### src/rtl/enc_mask_pkg.sv
package enc_mask_pkg;
  localparam int unsigned SEL_W    = 2;
  localparam int unsigned MODE_W   = 2;
  localparam int unsigned BASE_LEN = 2;
  localparam int unsigned MAX_LEN  = BASE_LEN << ((1 << SEL_W) - 2);
  localparam int unsigned CNT_W    = $clog2(MAX_LEN) + 1;

  typedef enum logic [MODE_W-1:0] {
    REV_MODE_A = 2'b00,
    REV_MODE_B = 2'b01,
    REV_MODE_C = 2'b10,
    REV_MODE_D = 2'b11
  } rev_mode_e;

  // 0 -> no window, n -> BASE_LEN << (n-1)
  function automatic logic [CNT_W-1:0] win_len(input logic [SEL_W-1:0] sel);
    logic [CNT_W-1:0] len;
    if (sel == '0) len = '0;
    else           len = CNT_W'(BASE_LEN << (sel - 1'b1));
    return len;
  endfunction

  function automatic logic mask_allowed(input logic [MODE_W-1:0] rm);
    return (rm == REV_MODE_A) || (rm == REV_MODE_D);
  endfunction
endpackage

### src/rtl/enc_mask_dir_track.sv
module enc_mask_dir_track (
  input  logic clk_i,
  input  logic rst_ni,
  input  logic step_i,
  input  logic step_dir_i,
  input  logic pos_en_i,
  output logic reversal_o,
  output logic last_dir_o,
  output logic dir_valid_o
);
  logic last_q, valid_q;

  always_ff @(posedge clk_i or negedge rst_ni) begin
    if (!rst_ni) begin
      last_q  <= 1'b0;
      valid_q <= 1'b0;
    end else if (!pos_en_i) begin
      valid_q <= 1'b0; // direction unknown while counter disabled
    end else if (step_i) begin
      last_q  <= step_dir_i;
      valid_q <= 1'b1;
    end
  end

  assign reversal_o  = step_i && valid_q && (step_dir_i != last_q);
  assign last_dir_o  = last_q;
  assign dir_valid_o = valid_q;
endmodule

### src/rtl/enc_mask_mode_watch.sv
module enc_mask_mode_watch #(
  parameter int unsigned MODE_W = 2
) (
  input  logic              clk_i,
  input  logic              rst_ni,
  input  logic [MODE_W-1:0] pos_mode_i,
  input  logic [MODE_W-1:0] rev_mode_i,
  output logic              changed_o
);
  logic [MODE_W-1:0] pos_q, rev_q;

  always_ff @(posedge clk_i or negedge rst_ni) begin
    if (!rst_ni) begin
      pos_q <= '0;
      rev_q <= '0;
    end else begin
      pos_q <= pos_mode_i;
      rev_q <= rev_mode_i;
    end
  end

  assign changed_o = (pos_q != pos_mode_i) || (rev_q != rev_mode_i);
endmodule

### src/rtl/enc_mask_window.sv
module enc_mask_window
  import enc_mask_pkg::*;
(
  input  logic             clk_i,
  input  logic             rst_ni,
  input  logic             arm_i,
  input  logic [SEL_W-1:0] sel_i,
  input  logic             release_i,
  input  logic             step_i,
  output logic             active_o
);
  logic [CNT_W-1:0] cnt_q, cnt_d;

  always_comb begin
    cnt_d = cnt_q;
    if (arm_i)                          cnt_d = win_len(sel_i); // arm wins
    else if (release_i)                 cnt_d = '0;
    else if (step_i && cnt_q != '0)     cnt_d = cnt_q - 1'b1;
  end

  always_ff @(posedge clk_i or negedge rst_ni) begin
    if (!rst_ni) cnt_q <= '0;
    else         cnt_q <= cnt_d;
  end

  assign active_o = (cnt_q != '0);
endmodule

### src/rtl/enc_reset_mask.sv
module enc_reset_mask
  import enc_mask_pkg::*;
(
  input  logic              clk_i,
  input  logic              rst_ni,
  input  logic              step_i,
  input  logic              step_dir_i,
  input  logic              wrap_i,
  input  logic              index_i,
  input  logic [SEL_W-1:0]  mask_sel_i,
  input  logic [MODE_W-1:0] pos_mode_i,
  input  logic [MODE_W-1:0] rev_mode_i,
  input  logic              rst_req_i,
  input  logic              rev_step_i,
  output logic              rst_req_o,
  output logic              rev_step_o
);
  logic reversal, last_dir, dir_valid, mode_chg, win_active, block;

  enc_mask_dir_track u_dir (
    .clk_i       (clk_i),
    .rst_ni      (rst_ni),
    .step_i      (step_i),
    .step_dir_i  (step_dir_i),
    .pos_en_i    (pos_mode_i != '0),
    .reversal_o  (reversal),
    .last_dir_o  (last_dir),
    .dir_valid_o (dir_valid)
  );

  enc_mask_mode_watch #(.MODE_W(MODE_W)) u_mode (
    .clk_i      (clk_i),
    .rst_ni     (rst_ni),
    .pos_mode_i (pos_mode_i),
    .rev_mode_i (rev_mode_i),
    .changed_o  (mode_chg)
  );

  enc_mask_window u_win (
    .clk_i     (clk_i),
    .rst_ni    (rst_ni),
    .arm_i     (wrap_i || index_i),
    .sel_i     (mask_sel_i),
    .release_i (reversal || mode_chg),
    .step_i    (step_i),
    .active_o  (win_active)
  );

  assign block      = win_active && mask_allowed(rev_mode_i);
  assign rst_req_o  = rst_req_i  && !block;
  assign rev_step_o = rev_step_i && !block;
endmodule

### config.mk
export PLATFORM = sky130hd
export DESIGN_NAME = enc_reset_mask
export DESIGN_NICKNAME = d
export VERILOG_FILES = /design/src/rtl/enc_mask_pkg.sv /design/src/rtl/enc_mask_dir_track.sv /design/src/rtl/enc_mask_mode_watch.sv /design/src/rtl/enc_mask_window.sv /design/src/rtl/enc_reset_mask.sv
export SDC_FILE = /design/constraint.sdc
export NUM_CORES = 1
export LEC_CHECK = 0
export CORE_AREA = 2 2 39 41
export CTS_CLUSTER_SIZE = 25
export DETAILED_ROUTE_END_ITERATION = 16
export DIE_AREA = 0 0 41 43
export DONT_BUFFER_PORTS = 1
export PLACE_DENSITY = 0.64
export SLEW_MARGIN = 10
export SYNTH_ARGS = -nofsm -noshare
export SYNTH_HDL_FRONTEND = slang
export SYNTH_SLANG_ARGS = --single-unit
### constraint.sdc
create_clock -name clk_i -period 1.6 [get_ports clk_i]
set_input_delay 0.32 -clock clk_i [delete_from_list [all_inputs] [get_ports clk_i]]
set_output_delay 0.32 -clock clk_i [all_outputs]
set_load 0.01 [all_outputs]
After elaboration in Yosys (flattened, before gate mapping):

Index checks and enable logic that the tools add are counted.

* $add $sub $neg: 2
* equality and inequality tests: 5
* shift-type cells: 1
* muxes and demuxes: 6
* reduce and logical (&&, ||, !) cells: 17

Operator list (count)
* 2-to-1 mux 4 bit: 4
* logical AND 1 bit: 6
* zero test 2 bit: 2
* logical OR 1 bit: 4
* inequality test 2 bit: 2
* nonzero test 4 bit: 1
* left shift 2 x 2 -> 4 bit, first input constant: 1
* subtractor 4 x 1 -> 4 bit, second input constant: 1
* nonzero test 3 bit: 1
* equality test 2 bit, second input constant: 1
* 2-to-1 mux 1 bit: 2
* inequality test 2 bit, second input constant: 1
* AND reduction 2 bit: 1
* nonzero test 2 bit: 1
* subtractor 2 x 1 -> 2 bit, second input constant: 1
* zero test 1 bit: 1
* inequality test 1 bit: 1

* flip-flop bits (word level): 10
* output and inout bits: 2
* logic and storage cells: 36

Longest topological paths before layout:

Gate-level depths: netlist (run 1).

* word-level depth: 5
* mapped depth: 6
* depth with buffers taken out: 6

Modules after synthesis:

From an unflattened synthesis (run 1), not the netlist that was laid out.

* cells, all modules: 54
* area, all modules: 559.3 um2

Modules (own cells, without submodules)
* enc_mask_window: instances 1, cells an instance 32, area an instance 282.8 um2, seq. area each 100.1 um2
* enc_mask_mode_watch: instances 1, cells an instance 9, area an instance 141.4 um2, seq. area each 100.1 um2
* enc_mask_dir_track: instances 1, cells an instance 7, area an instance 92.6 um2, seq. area each 50.0 um2
* enc_reset_mask: instances 1, cells an instance 6, area an instance 42.5 um2, seq. area each 0.0 um2

Worst setup path after synthesis (run 1):

OpenSTA, ideal clock, no wires.

* path type: flip-flop to output port
* from: register u_win.cnt_q[0]
* to: output rev_step_o
* arrival time: 1351 ps
* required time: 1280 ps
* path slack: -71 ps
* cell stages (with the launch flop): 6
* buffers on the path: 0
* path through: dfrtp_1 inv_1 ha_1 or3b_1 and2_1 nor2b_1

* word-level cells in the longest chain between the ends: 4

Ends and longest elaborated chain
* start: declaration: line enc_mask_window.sv:12 `logic [CNT_W-1:0] cnt_q, cnt_d;`
* start signal: assignment: line enc_mask_window.sv:23 `else cnt_q <= cnt_d;`
* nonzero test 4 bit: line enc_mask_window.sv:26 `assign active_o = (cnt_q != '0);`
* logical AND 1 bit: line enc_reset_mask.sv:49 `assign block = win_active && mask_allowed(rev_mode_i);`
* zero test 1 bit: line enc_reset_mask.sv:51 `assign rev_step_o = rev_step_i && !block;`
* logical AND 1 bit: line enc_reset_mask.sv:51
* end: declaration: line enc_reset_mask.sv:16 `output logic rev_step_o`

No other way between the ends.

Final worst setup path (run 1):

* from: register u_win.cnt_q[0]
* to: output rst_req_o

* word-level cells in the longest chain between the ends: 4

Ends and longest elaborated chain
* nonzero test 4 bit: line enc_mask_window.sv:26
* logical AND 1 bit: line enc_reset_mask.sv:49
* zero test 1 bit: line enc_reset_mask.sv:50 `assign rst_req_o = rst_req_i && !block;`
* logical AND 1 bit: line enc_reset_mask.sv:50
* end: declaration: line enc_reset_mask.sv:15 `output logic rst_req_o,`

No other way between the ends.

==> results.md, run 1 <==
- Status: finished with violations
- Violated checks: negative setup slack
- Die Ht: 43 um
- MaxCap Viol Count: 0
- EDFF count, synth: 0
- Clk root buf: clkbuf_4
- Min Tclk post-route: 1.855 ns
- IO buf count: 0
- CORE AREA: 1384 um^2
- Final setup vio count: 2
- Overall die width: 41 um
- Leak: 0.3177 nW
- Cells on Worst Hold Path: 0
- Synth area leaders: dfrtp_1 (43%), xor2_1 (7.5%), a311oi_4 (4.5%)
- Synth-to-Final Area Change: 25.27%
- Crit-path max FO: 2
- Power Density: 859.1 nW/um^2
- Worst min path class: in2reg
- Reg clk slew, reported paths: 0.06 ns
- Setup ws final: -0.2549 ns
- Clock Latency Late Sink: 0.26 ns
- CTS tree: done
- Worst IR Drop VDD: 623.7 uV
- Post-Syn Instances: 54
- Ports: 16
- H-tree levels: 1
- YS warnings: 0
- ANT cells: 0
- Syn_nets: 69
- Initial Utilization: 0.4222
- DRC errors left: 0
- CP Capture Type: primary output
- Routed Antenna Nets: 0
- CP startpoint kind: flip-flop
- Global Route Usage Sum: 0.1581
- Share of cells above drive strength 1: 0.4000
- Ys async rst share: 1.000
- Vias post-DR: 439
- Die area: 1763 um^2
- Final Wtd Congestion: 0.7224
- Sequential cell area fraction in the yosys report: 0.4283
- Vias in the first global route: 447
- Post-layout util: 0.5289
- Fmax: 539.1 MHz
- Place WS: -0.02078 ns
- Number of iterations in the first detailed-routing pass: 3
- Worst Skew: 0.004369 ns
- Max_slew headroom: 0.6957
- Slew @ Worst Pin: 0.4549 ns
- Drt first-iter violations: 3
- Top cell type by total area after synthesis: dfrtp_1
- First-pass GRT wire length: 1821 um
- Final net count: 81
- Final period util: 1.159
- DR WL/cell: 13.54 um
- Design Area, Final: 732.0 um^2
- Fillers: 132
- Dominant synthesized flop cell: dfrtp_1
- Post-Route Setup TNS: -0.5013 ns
- Overall power: 628.8 uW
- R2R depth: 7
- Total grt overflow: 0
- Final count of hold timing violations: 0
- DR vias/cell: 5.420
- RSZ-0062 raised after global routing: yes
- Syn Area/Cell: 10.82 um^2
- Initial antenna violation count: 0
- Critical Path RT: 1.28 ns
- Synth cell types: 29
- Detailed Place HPWL: 864.6 um
- Synth top cells by count: dfrtp_1 (10), xor2_1 (5), a31oi_1 (4)
- Most numerous cell in the Yosys netlist: dfrtp_1
- Critical path class: reg2out
- CTS Buf Count: 3
- Slew Viols, Final: 0
- WL final: 1097 um
- Row cnt: 14
- Flops & latches, synth: 10
- Clock sinks: 10
- Synth top area share: 0.4283
- Largest net degree at the start of global routing: 11
- Netlist Area Pre-Place: 584.3 um^2
- Deepest clock path buffer count: 2
- Post-DP Area: 633.1 um^2
- Worst EP arrival: 1.53 ns
[critical path: stages (launching register included)]
cell	delay (ns)
dfrtp_1	0.40
inv_2	0.09
ha_4	0.13
or3b_4	0.37
and2_4	0.17
nor2b_4	0.13
[worst paths after layout]
kind	start	to	slack, ns
max in group asynchronous	rst_ni	u_win.cnt_q[1]	0.84
hold reg to reg	u_dir.last_dir_o	u_dir.last_dir_o	0.52
min in group asynchronous	rst_ni	u_mode.pos_q[1]	0.44
setup / recovery	u_win.cnt_q[0]	rst_req_o	-0.25
hold / removal	pos_mode_i[0]	u_mode.pos_q[0]	0.08
setup reg to reg	u_win.cnt_q[0]	u_win.cnt_q[0]	0.06
[through the flow]
stage               hold WS, ns  std cells
finish                  0.08306         81
global route            0.06236         81
CTS                     0.06685         78
detailed placement      0.02464         72
global placement        0.02469         72
floorplan               0.02441         54
[what timing repair did]
action                     CTS  global route
setup endpoints to repair    2             3
gates resized for setup      6             0
hold endpoints to repair    10             0
hold buffers                 1             0
pin swaps                    1             1
buffers inserted             1             3
[power by group]
group          total (mW)  switching [mW]  leakage, nW  internal [mW]
Sequential          0.281          0.0122        0.123          0.269
Combinational       0.128          0.0618        0.174         0.0665
Clock               0.219          0.0813       0.0210          0.138
Total               0.629           0.155        0.318          0.473
[cells by family (layout without fill, tap and decap cells)]
| logic type | Yosys count | count (layout) | synth area share |
|---|---|---|---|
| compound gates | 12 | 12 | 0.1927 |
| buf+inv | 4 | 15 | 0.02569 |
| fa+ha+maj | 1 | 1 | 0.02141 |
| flops | 10 | 10 | 0.4283 |
| simple gates | 19 | 19 | 0.2077 |
| mux | 1 | 1 | 0.01927 |
| xor+xnor | 7 | 7 | 0.1049 |
[registers in the layout (all words and copies together) (netlist names)]
register and flops:
u_dir.dir_valid_o 1, u_dir.last_dir_o 1, u_win.cnt_q 4, u_mode.rev_q 2
u_mode.pos_q 2
[layer usage]
metal	GRT usage	routed length, um
met2	0.2219	564
met1	0.2076	472
met3	0.04188	52
met4	0.1000	8
met5	0	0
[cells in the final DEF (no fill, tap or decap), types with 2 or more instances in the layout]
cell type	n
nand2_1	2
a31oi_1	4
xnor2_1	2
xor2_1	5
nor3_1	2
inv_2	2
nor2b_4	2
buf_4	7
dfrtp_1	10
nor2_1	2
nand3_1	3
clkbuf_4	3
[area by class of cell]
cell class / instances / area [um^2] / area share
tap: 16 / 20.02 / 0.02735
inverter: 3 / 11.26 / 0.01538
clock buffer: 4 / 36.28 / 0.04957
timing repair buffer: 8 / 62.56 / 0.08547
sequential: 10 / 250.2 / 0.3419
multi-input combinational: 40 / 351.6 / 0.4803
(Power assumes the default switching activity.)
==> run 2: changes to the inputs <==
--- a/config.mk
+++ b/config.mk
@@ -10,7 +10,9 @@
 export DETAILED_ROUTE_END_ITERATION = 16
 export DIE_AREA = 0 0 41 43
 export DONT_BUFFER_PORTS = 1
+export MAX_ROUTING_LAYER = met4
 export PLACE_DENSITY = 0.64
+export SKIP_CTS_REPAIR_TIMING = 1
 export SLEW_MARGIN = 10
 export SYNTH_ARGS = -nofsm -noshare
 export SYNTH_HDL_FRONTEND = slang
==> run 2 against run 1 <==
Against the previous run: the run still ends with negative setup slack left; routed wire length decreased by 2.4%; sequential share of layout area is 0.72 points higher; non-clock buffer count down 2; first-iteration DRC count stayed put; register-to-register slack hardly changed; final cell count shrank 2.5%; clock-buffer cell count unchanged; core utilization fell by 1.1 points; clock skew about the same; flip-flop and latch count is the same; setup slack improved by 0.0028 ns; global-route usage is 0.084 points higher; critical path type unchanged; largest power group unchanged; highest routed layer unchanged.
==> results.md, run 2 (synthesis gave the netlist of run 1 again) <==
- CP Capture Type: primary output
- Post-DP Area: 633.1 um^2
- Global Route Usage Sum: 0.1589
- Design Area, Final: 716.9 um^2
- Leak: 0.3078 nW
- Final count of hold timing violations: 0
- Largest register FFs: 4
- Detailed Place HPWL: 864.6 um
- Worst min path class: in2reg
- Worst EP arrival: 1.53 ns
- H-tree levels: 1
- Routed Antenna Nets: 0
- Clock sinks: 10
- Worst path top cell family by delay: simple AND/OR/NAND/NOR gates
- Reg clk slew, reported paths: 0.06 ns
- Leading cell types in the layout, fill and taps excluded: dfrtp_1 (10), xor2_1 (5), buf_4 (5)
- Clk root buf: clkbuf_4
- ANT cells: 0
- MaxCap Viol Count: 0
- Post-layout util: 0.5181
- CTS tree: done
- First-pass GRT wire length: 1787 um
- WHS Endpoint: u_mode.pos_q[0]
- Top Registers: u_win.cnt_q (4), u_mode.pos_q (2), u_mode.rev_q (2)
- CP startpoint kind: flip-flop
- Crit path largest cell delay: 0.39 ns
- Vias post-DR: 426
- Place WS: -0.02078 ns
- Total grt overflow: 0
- Critical-path top delay cell: dfrtp_1
- Critical Path RT: 1.28 ns
- Min-Delay Startpoint: pos_mode_i[0]
- Largest Register: u_win.cnt_q
- Clock Latency Late Sink: 0.26 ns
- Initial antenna violation count: 0
- RSZ-0062 raised after global routing: yes
- IO buf count: 0
- Max_slew headroom: 0.6964
- CORE AREA: 1384 um^2
- Die Ht: 43 um
- Deepest clock path buffer count: 2
- Violated checks: negative setup slack
- Finished Layout Cells: 79
- Fmax: 539.9 MHz
- R2R depth: 7
- Overall power: 626.5 uW
- WL final: 1071 um
- Critical path class: reg2out
- Number of iterations in the first detailed-routing pass: 3
- Ports: 16
- DRC errors left: 0
- Final net count: 79
- Overall die width: 41 um
- Setup ws final: -0.2521 ns
- Die area: 1763 um^2
- Largest net degree at the start of global routing: 11
- DR vias/cell: 5.392
- Row cnt: 14
- Worst Skew: 0.004679 ns
- Final setup vio count: 2
- Placed insts: 72
- Most common cell after layout, fill and taps aside: dfrtp_1
- Share of cells above drive strength 1: 0.3810
- RR Startpoint: u_win.cnt_q[0]
- CTS Buf Count: 3
- Slew @ Worst Pin: 0.4538 ns
- Cells on Worst Hold Path: 0
- Power Density: 873.9 nW/um^2
- Status: finished with violations
- Synth-to-Final Area Change: 22.70%
- Vias in the first global route: 431
- Final Wtd Congestion: 0.7310
- Slew Viols, Final: 0
- DR WL/cell: 13.56 um
- Worst IR Drop VDD: 618.8 uV
- RR Endpoint: u_win.cnt_q[1]
- Reg2Reg Setup Slack: 0.07 ns
- Fillers: 134
- Critical-path cell list: inv_2 -> ha_4 -> or3b_4 -> and2_4 -> nor2b_4
- Initial Utilization: 0.4222
- Critical path buffers and inverters: 1
- Drt first-iter violations: 3
- Min Tclk post-route: 1.852 ns
- Crit-path max FO: 2
- Final period util: 1.158
-- run 2: changes by cell type in the layout (fill, tap and decap cells not counted), sizes merged --
cell	delta
buf	-2
-- run 2: worst max-delay path by stage --
stage	cells after the start	slack, ns	to	start
floorplan	5	-0.005	rev_step_o	u_win.cnt_q[0]
CTS	5	-0.32	rst_req_o	u_win.cnt_q[0]
global route	5	-0.31	rst_req_o	u_win.cnt_q[0]
finish	5	-0.25	rst_req_o	u_win.cnt_q[0]
global placement	5	0.02	rev_step_o	u_win.cnt_q[0]
detailed placement	5	-0.02	rst_req_o	u_win.cnt_q[0]
-- run 2: power breakdown --
part	switching [mW]	total, mW	leakage, nW	internal [mW]
logic	0.0611	0.126	0.164	0.0646
clock network	0.0816	0.220	0.0210	0.138
registers	0.0123	0.281	0.123	0.269
-- run 2: final cells by class --
type | instances | area [um^2] | share of cell area
sequential | 10 | 250.2 | 0.3490
multi-input combinational | 40 | 351.6 | 0.4904
tap | 16 | 20.02 | 0.02792
clock buffer | 4 | 36.28 | 0.05061
timing repair buffer | 6 | 47.55 | 0.06632
inverter | 3 | 11.26 | 0.01571
-- run 2: per-layer routing --
metal / vias to the layer above / global-route usage / wire [um]
li1: 212 / - / -
met1: 203 / 0.2076 / 475
met2: 9 / 0.2156 / 540
met3: 2 / 0.03665 / 46
met4: 0 / 0.1000 / 8
met5: - / - / 0
-- run 2: through the flow --
step | TNS (ns) | hold WS, ns
3_3_place_gp | 0 | 0.02469
2_1_floorplan | -0.01061 | 0.02441
6_report | -0.4948 | 0.08272
5_1_grt | -0.6506 | 0.06236
3_5_place_dp | -0.02628 | 0.02464
4_1_cts | -0.6319 | -0.2695
==> run 3: changes to the inputs <==
--- a/config.mk
+++ b/config.mk
@@ -5,6 +5,7 @@
 export SDC_FILE = /design/constraint.sdc
 export NUM_CORES = 1
 export LEC_CHECK = 0
+export CAP_MARGIN = 40
 export CORE_AREA = 2 2 39 41
 export CTS_CLUSTER_SIZE = 25
 export DETAILED_ROUTE_END_ITERATION = 16
==> results of run 3 <==
Final layout, timing and power as in run 2 (identical DEF).
